===== src/rtl/coin_game_pkg.sv =====
package coin_game_pkg;
    localparam int TOSS_W   = 2;
    localparam int RESULT_W = 2;
    localparam int STREAK_W = 2;
    localparam int WIN_RUN  = 3;

    typedef enum logic [TOSS_W-1:0] {
        TOSS_NONE = 2'b00,
        TOSS_HEAD = 2'b01,
        TOSS_TAIL = 2'b10,
        TOSS_RSVD = 2'b11
    } toss_e;

    typedef enum logic [RESULT_W-1:0] {
        RES_NONE = 2'b00,
        RES_WIN  = 2'b01,
        RES_LOSE = 2'b10
    } result_e;

    typedef enum logic [STREAK_W-1:0] {
        ST_ZERO = 2'b00,
        ST_ONE  = 2'b01,
        ST_TWO  = 2'b10
    } streak_e;

    typedef struct packed {
        streak_e streak;
        result_e result;
    } game_regs_t;
endpackage


===== src/rtl/toss_decoder.sv =====
module toss_decoder
    import coin_game_pkg::*;
(
    input  logic [TOSS_W-1:0] toss_i,
    output logic              is_head_o,
    output logic              is_tail_o
);
    always_comb begin
        is_head_o = 1'b0;
        is_tail_o = 1'b0;
        unique case (toss_i)
            TOSS_HEAD: is_head_o = 1'b1;
            TOSS_TAIL: is_tail_o = 1'b1;
            default: begin
                is_head_o = 1'b0;   // code 11 is treated like code 00
                is_tail_o = 1'b0;
            end
        endcase
    end
endmodule


===== src/rtl/game_next_logic.sv =====
module game_next_logic
    import coin_game_pkg::*;
(
    input  streak_e    streak_i,
    input  logic       is_head_i,
    input  logic       is_tail_i,
    output game_regs_t next_o
);
    always_comb begin
        next_o.streak = streak_i;
        next_o.result = RES_NONE;
        if (is_tail_i) begin
            next_o.streak = ST_ZERO;
            next_o.result = RES_LOSE;
        end else if (is_head_i) begin
            unique case (streak_i)
                ST_ZERO: next_o.streak = ST_ONE;
                ST_ONE:  next_o.streak = ST_TWO;
                default: begin
                    next_o.streak = ST_ZERO;
                    next_o.result = RES_WIN;
                end
            endcase
        end
    end
endmodule


===== src/rtl/coin_game_fsm.sv =====
module coin_game_fsm
    import coin_game_pkg::*;
(
    input  logic                clk,
    input  logic                rst,
    input  logic [TOSS_W-1:0]   toss_i,
    output logic [RESULT_W-1:0] result_o,
    output logic [STREAK_W-1:0] streak_o
);
    game_regs_t regs_d, regs_q;
    logic       is_head, is_tail;

    toss_decoder u_dec (
        .toss_i    (toss_i),
        .is_head_o (is_head),
        .is_tail_o (is_tail)
    );

    game_next_logic u_next (
        .streak_i  (regs_q.streak),
        .is_head_i (is_head),
        .is_tail_i (is_tail),
        .next_o    (regs_d)
    );

    always_ff @(posedge clk) begin
        if (rst) begin
            regs_q.streak <= ST_ZERO;
            regs_q.result <= RES_NONE;
        end else begin
            regs_q <= regs_d;
        end
    end

    assign result_o = regs_q.result;
    assign streak_o = regs_q.streak;

    a_r9_streak_legal: assert property (@(posedge clk) disable iff (rst)
        streak_o != 2'b11);
    a_r3_result_legal: assert property (@(posedge clk) disable iff (rst)
        result_o != 2'b11);
    a_r1_reset_clears: assert property (@(posedge clk)
        rst |=> (result_o == 2'b00 && streak_o == 2'b00));
    a_r5_win: assert property (@(posedge clk) disable iff (rst)
        (streak_o == 2'b10 && toss_i == 2'b01) |=> (result_o == 2'b01 && streak_o == 2'b00));
    a_r6_lose: assert property (@(posedge clk) disable iff (rst)
        (toss_i == 2'b10) |=> (result_o == 2'b10 && streak_o == 2'b00));
    a_r7_hold: assert property (@(posedge clk) disable iff (rst)
        (toss_i == 2'b00 || toss_i == 2'b11) |=> (result_o == 2'b00 && $stable(streak_o)));
    a_r4_advance: assert property (@(posedge clk) disable iff (rst)
        (toss_i == 2'b01 && streak_o != 2'b10) |=> (result_o == 2'b00 && streak_o == $past(streak_o) + 2'd1));
endmodule


===== config.mk =====
export PLATFORM = sky130hd
export DESIGN_NAME = coin_game_fsm
export DESIGN_NICKNAME = d
export VERILOG_FILES = /design/src/rtl/coin_game_pkg.sv /design/src/rtl/toss_decoder.sv /design/src/rtl/game_next_logic.sv /design/src/rtl/coin_game_fsm.sv
export SDC_FILE = /design/constraint.sdc
export NUM_CORES = 1
export LEC_CHECK = 0
export BUFFER_PORTS_ARGS = -buffer_cell sky130_fd_sc_hd__buf_4
export CAP_MARGIN = 20
export CELL_PAD_IN_SITES_DETAIL_PLACEMENT = 0
export CELL_PAD_IN_SITES_GLOBAL_PLACEMENT = 2
export CORE_AREA = 2 2 39 41
export DETAILED_ROUTE_END_ITERATION = 6
export DIE_AREA = 0 0 41 43
export HOLD_SLACK_MARGIN = 0.15
export PLACE_DENSITY_LB_ADDON = 0.15
export SLEW_MARGIN = 20
export SYNTH_ARGS = -nofsm -noshare
export SYNTH_HDL_FRONTEND = slang
export SYNTH_SLANG_ARGS = --single-unit

===== constraint.sdc =====
create_clock -name clk -period 1.1 [get_ports clk]
set_input_delay 0.33 -clock clk [delete_from_list [all_inputs] [get_ports clk]]
set_output_delay 0.33 -clock clk [all_outputs]
set_load 0.01 [all_outputs]

# Word-level counts from Yosys, hierarchy flattened
# Index checks and enable logic that the tools add are counted.
op_classes:
  mux: 6
  eq_ne: 3
  n_bitwise: 1
  reduce_logical: 4
ops:
  columns: ["op", "n"]
  rows:
  - ["== test 2 x 1 -> 1 bit, second input constant", 2]
  - ["2-to-1 mux 2 bit", 2]
  - ["one-hot mux 2 bit (2 select lines)", 1]
  - ["OR reduction 2 bit", 2]
  - ["2-to-1 mux 1 bit", 3]
  - ["OR reduction 3 bit", 1]
  - ["== test 2 bit, second input constant", 1]
  - ["zero test 2 bit", 1]
  - ["inverter 1 bit", 1]
totals:
  output_inout_bits: 4
  in_bits: 4
  elab_cells: 17
  register_bits: 4

# Depth between registers and ports, before layout
depth:
  depth_word: 5
  ltp_mapped: 2
  ltp_nobuf: 2

# Cells and area by module
# From an unflattened synthesis, not the netlist that was laid out.
unflattened:
  hier_cells: 19
  area_unflattened_um2: 177.7
modules_own_cells:
  columns: ["module", "seq_area_each_um2", "n_inst", "cells_each", "area_each_um2"]
  rows:
  - ["coin_game_fsm", 80.1, 1, 8, 105.1]
  - ["game_next_logic", 0.0, 1, 9, 57.6]
  - ["toss_decoder", 0.0, 1, 2, 15.0]

# Least setup slack after synthesis
# OpenSTA, ideal clock, no wires.
synth_path:
  path_type: "reg2reg"
  from: "reg regs_q[3] (netlist: streak_o[1])"
  to: "reg regs_q[3] (netlist: streak_o[1])"
  t_required_ns: 1.025
  t_arrival_ns: 0.857
  period_less_slack_ns: 0.932
  stages_incl_launch_ff: 3
  path_slack_ns: 0.168
  path_buffers: 0
  setup_time_ns: 0.075
  cell_sequence: "dfxtp_1 -> or3b_1 -> o22ai_1"
synth_between:
  elab_chain_cells: 2
  elab_cells_between_ends: 3
  cone_classes: "eq/ne: 1; mux: 1; reduce/logical: 1"
synth_rtl:
  columns: ["item", "line", "rtl"]
  rows:
  - ["from (decl)", "coin_game_fsm.sv:10", "game_regs_t regs_d, regs_q;"]
  - ["from (signal assigned)", "coin_game_fsm.sv:31", "regs_q <= regs_d;"]
  - ["== test 2 x 1 -> 1 bit / zero test 2 bit (equally long branches)", "game_next_logic.sv:16", "unique case (streak_i)"]
  - ["one-hot mux 2 bit (2 select lines) *", "game_next_logic.sv:16", null]
# Mark *: on every way between the ends. The rest lies on a longest branch, timed or not.
# A chain may end at the register's enable or synchronous reset.

# Worst setup path after layout
layout_path:
  from: "reg regs_q[2] (netlist: streak_o[0])"
  to: "out streak_o[0]"
layout_rtl:
  columns: ["item", "line", "rtl"]
  rows:
  - ["to (decl)", "coin_game_fsm.sv:8", "output logic [STREAK_W-1:0] streak_o"]
# No word-level cell between the ends.

==> impl_metrics.xml <==
<?xml version="1.0" encoding="UTF-8"?>
<metrics>
  <group name="finish">
    <metric name="areaGrowthSynthToFinish" unit="%">71.3</metric>
    <metric name="post_route_cells_drive_above_1_share" unit="">0.500</metric>
    <metric name="nFillCells" unit="">158</metric>
    <metric name="finalCoreUtilization" unit="">0.178</metric>
    <metric name="area_occupied_by_multi_input_gates" unit="um^2">63.8</metric>
    <metric name="fin_area" unit="um^2">246</metric>
    <metric name="n_antenna_cell" unit="">0</metric>
    <metric name="area_occupied_by_registers" unit="um^2">80.1</metric>
    <metric name="instances_no_fill" unit="">40</metric>
    <metric name="fin_nets" unit="">30</metric>
  </group>
  <group name="clock_tree">
    <metric name="cts-resized-gates" unit="">0</metric>
    <metric name="clock_tree_from_tritoncts" unit="">built</metric>
    <metric name="ctsHoldBuffers" unit="">0</metric>
    <metric name="clock_sinks" unit="">4</metric>
    <metric name="cts_root_buffer" unit="">clkbuf_4</metric>
    <metric name="tritoncts.num_buffers" unit="">3</metric>
    <metric name="clock_pin_slew_worst_setup_and_hold_paths" unit="ns">0.04</metric>
    <metric name="cts_max_level" unit="">1</metric>
    <metric name="post-cts-setup-buffer-count" unit="">0</metric>
    <metric name="insertion_delay" unit="ns">0.23</metric>
    <metric name="cts-root-to-sink-buffers" unit="">2</metric>
  </group>
  <group name="timing">
    <metric name="final_critical_path_setup_slack" unit="ns">0.0641</metric>
    <metric name="final_critical_path_required_period" unit="ns">1.04</metric>
    <metric name="holdWs" unit="ns">0.279</metric>
    <metric name="timing_max_transition_violations_final" unit="">0</metric>
    <metric name="layout_skew" unit="ns">0.00329</metric>
    <metric name="max_slew.worst_pin.slew" unit="ns">0.173</metric>
    <metric name="hold_viol_final" unit="">0</metric>
    <metric name="sum_of_negative_setup_slack" unit="ns">0</metric>
    <metric name="final_cycle_utilization_of_the_critical_path" unit="">0.942</metric>
    <metric name="timing.slew.headroom" unit="">0.884</metric>
    <metric name="maxClockFrequency" unit="MHz">965</metric>
    <metric name="grt_setup_unrepaired" unit="">no</metric>
    <metric name="timing.final.setup_violations" unit="">0</metric>
  </group>
  <group name="place">
    <metric name="place.gp.congestion" unit="">0.638</metric>
    <metric name="dpl-instance-area" unit="um^2">224</metric>
    <metric name="port_buffers" unit="">7</metric>
    <metric name="dpl_worst_slack" unit="ns">0.0344</metric>
    <metric name="placedCellCount" unit="">37</metric>
    <metric name="hpwlAfterDp" unit="um">284</metric>
  </group>
  <group name="setup_path">
    <metric name="worst_r2r_startpoint" unit="">streak_o[1]$_SDFFE_PP0N_</metric>
    <metric name="regToRegEndpoint" unit="">streak_o[1]$_SDFFE_PP0N_</metric>
    <metric name="critical_path_buffers_and_inverters" unit="">1</metric>
    <metric name="crit_path_cell_trace" unit="">buf_4</metric>
    <metric name="critical_path_peak_fanout" unit="">3</metric>
    <metric name="rrSetupSlack" unit="ns">0.14</metric>
    <metric name="worst_path_largest_cell_delay" unit="ns">0.34</metric>
    <metric name="critPathArrivalTime" unit="ns">0.71</metric>
    <metric name="critPathSlowestCell" unit="">dfxtp_1</metric>
    <metric name="crit_path_start_kind" unit="">flip-flop</metric>
    <metric name="cp_top_delay_family" unit="">flip-flops</metric>
    <metric name="endpoint_kind" unit="">output port</metric>
    <metric name="timing.setup.critical_path_class" unit="">flip-flop to output port</metric>
    <metric name="required" unit="ns">0.77</metric>
    <metric name="timing.reg2reg.worst_path_depth" unit="">2</metric>
  </group>
  <group name="route">
    <metric name="via_count" unit="">134</metric>
    <metric name="vias_per_cell" unit="">3.35</metric>
    <metric name="wl_per_cell" unit="um">8.90</metric>
    <metric name="count_of_tritonroute_iterations_in_the_first_routing_pass" unit="">1</metric>
    <metric name="drc" unit="">0</metric>
    <metric name="ant_nets" unit="">0</metric>
    <metric name="routed_wirelength" unit="um">356</metric>
    <metric name="detail_route.iter0.violations" unit="">0</metric>
  </group>
  <group name="min_path">
    <metric name="min-delay-start" unit="">rst</metric>
    <metric name="hold_path_end" unit="">result_o[1]$_SDFF_PP0_</metric>
    <metric name="hold_class" unit="">input port to flip-flop</metric>
    <metric name="whs_path_depth" unit="">2</metric>
  </group>
  <group name="job">
    <metric name="drv.max_cap_violation_count" unit="">0</metric>
  </group>
  <group name="die">
    <metric name="dieArea" unit="um^2">1760</metric>
    <metric name="floorplan.core_area" unit="um^2">1380</metric>
    <metric name="placementRows" unit="">14</metric>
    <metric name="start_util" unit="">0.104</metric>
    <metric name="num_io_pins" unit="">8</metric>
    <metric name="die_h" unit="um">43</metric>
    <metric name="chipWidth" unit="um">41</metric>
  </group>
  <group name="synthesis">
    <metric name="synth_largest_area_cell" unit="">dfxtp_1</metric>
    <metric name="yosysWarnings" unit="">0</metric>
    <metric name="avgSynthCellArea" unit="um^2">11.1</metric>
    <metric name="synthCells" unit="">13</metric>
    <metric name="synth_top_cells_by_area" unit="">dfxtp_1 56%, nor3b_1 10%, nand2b_1 8.7%</metric>
    <metric name="synth.top_cell.area_share" unit="">0.557</metric>
    <metric name="syn_nets" unit="">17</metric>
    <metric name="synth.distinct_cells" unit="">7</metric>
    <metric name="syn-cell-area" unit="um^2">144</metric>
    <metric name="synth_seq_area_share" unit="">0.557</metric>
    <metric name="yosys_register_bits" unit="">4</metric>
  </group>
  <group name="global_route">
    <metric name="first_pass_grt_wire_length" unit="um">565</metric>
    <metric name="grt_overflow" unit="">0</metric>
    <metric name="initial_antenna_violation_count" unit="">0</metric>
    <metric name="combined_global_route_utilization_of_all_metal_layers" unit="">0.0543</metric>
    <metric name="grt_pass1_vias" unit="">162</metric>
    <metric name="pin_count_of_the_biggest_net_entering_global_routing" unit="">5</metric>
  </group>
  <group name="power">
    <metric name="power_density" unit="nW/um^2">1530</metric>
    <metric name="p_leak" unit="nW">0.105</metric>
    <metric name="design_power_total" unit="mW">0.377</metric>
    <metric name="ir_drop" unit="mV">0.416</metric>
  </group>
  <group name="outcome">
    <metric name="outcome" unit="">complete, no violations</metric>
  </group>
</metrics>
sequential cells by signal, summed over array words and instances (netlist names):
signal    flops
result_o      2
streak_o      2
per-layer routing:
layer  up-vias  GRT usage  part of all wire
met3         0     0.0209              0.10
met2         6     0.0594              0.49
li1         68          -                 -
met1        60     0.0516              0.40
met5         -          0                 0
met4         0      0.100                 0
power by group:
group / switching [mW] / leakage (nW) / internal [mW]
Clock: 0.0625 / 0.0138 / 0.122
Combinational: 0.0152 / 0.0588 / 0.0237
Sequential: 0.00280 / 0.0326 / 0.151
Total: 0.0806 / 0.105 / 0.297
kinds of logic (layout without fill, tap and decap cells):
| kind of cell | Yosys count | in the layout | share of synthesized area |
|---|---|---|---|
| compound gates | 2 | 2 | 0.0869 |
| xor+xnor | 1 | 1 | 0.0609 |
| buf+inv | 0 | 11 | 0 |
| flops | 4 | 4 | 0.557 |
| simple gates | 6 | 6 | 0.296 |
cell type report:
class,count,area share
Sequential cell,4,0.325
Multi-Input combinational cell,9,0.259
Timing Repair Buffer,8,0.244
Clock buffer,3,0.0914
Tap cell,16,0.0812
layout by cell type (no fill, tap or decap):
| master | instances |
|---|---|
| xor2_1 | 1 |
| or3b_1 | 1 |
| or2_2 | 1 |
| dfxtp_1 | 4 |
| nor3b_1 | 2 |
| clkbuf_4 | 3 |
| buf_4 | 8 |
| nand2b_1 | 2 |
| o22ai_1 | 2 |
synth_stat cells:
| library cell | count |
|---|---|
| dfxtp_1 | 4 |
| nand2b_1 | 2 |
| nor3b_1 | 2 |
| o22ai_1 | 2 |
| or2_2 | 1 |
| or3b_1 | 1 |
| xor2_1 | 1 |
how the worst max path moves through the flow:
stage	startpoint	cells past startpoint	end
5_1_grt	streak_o[1]$_SDFFE_PP0N_	1	streak_o[1]
6_report	streak_o[0]$_SDFFE_PP0N_	1	streak_o[0]
3_3_place_gp	toss_i[1]	3	streak_o[1]$_SDFFE_PP0N_
4_1_cts	streak_o[0]$_SDFFE_PP0N_	1	streak_o[0]
3_5_place_dp	toss_i[1]	3	streak_o[1]$_SDFFE_PP0N_
2_1_floorplan	streak_o[1]$_SDFFE_PP0N_	2	streak_o[1]$_SDFFE_PP0N_
No activity file was read; power rests on OpenSTA's default activity.
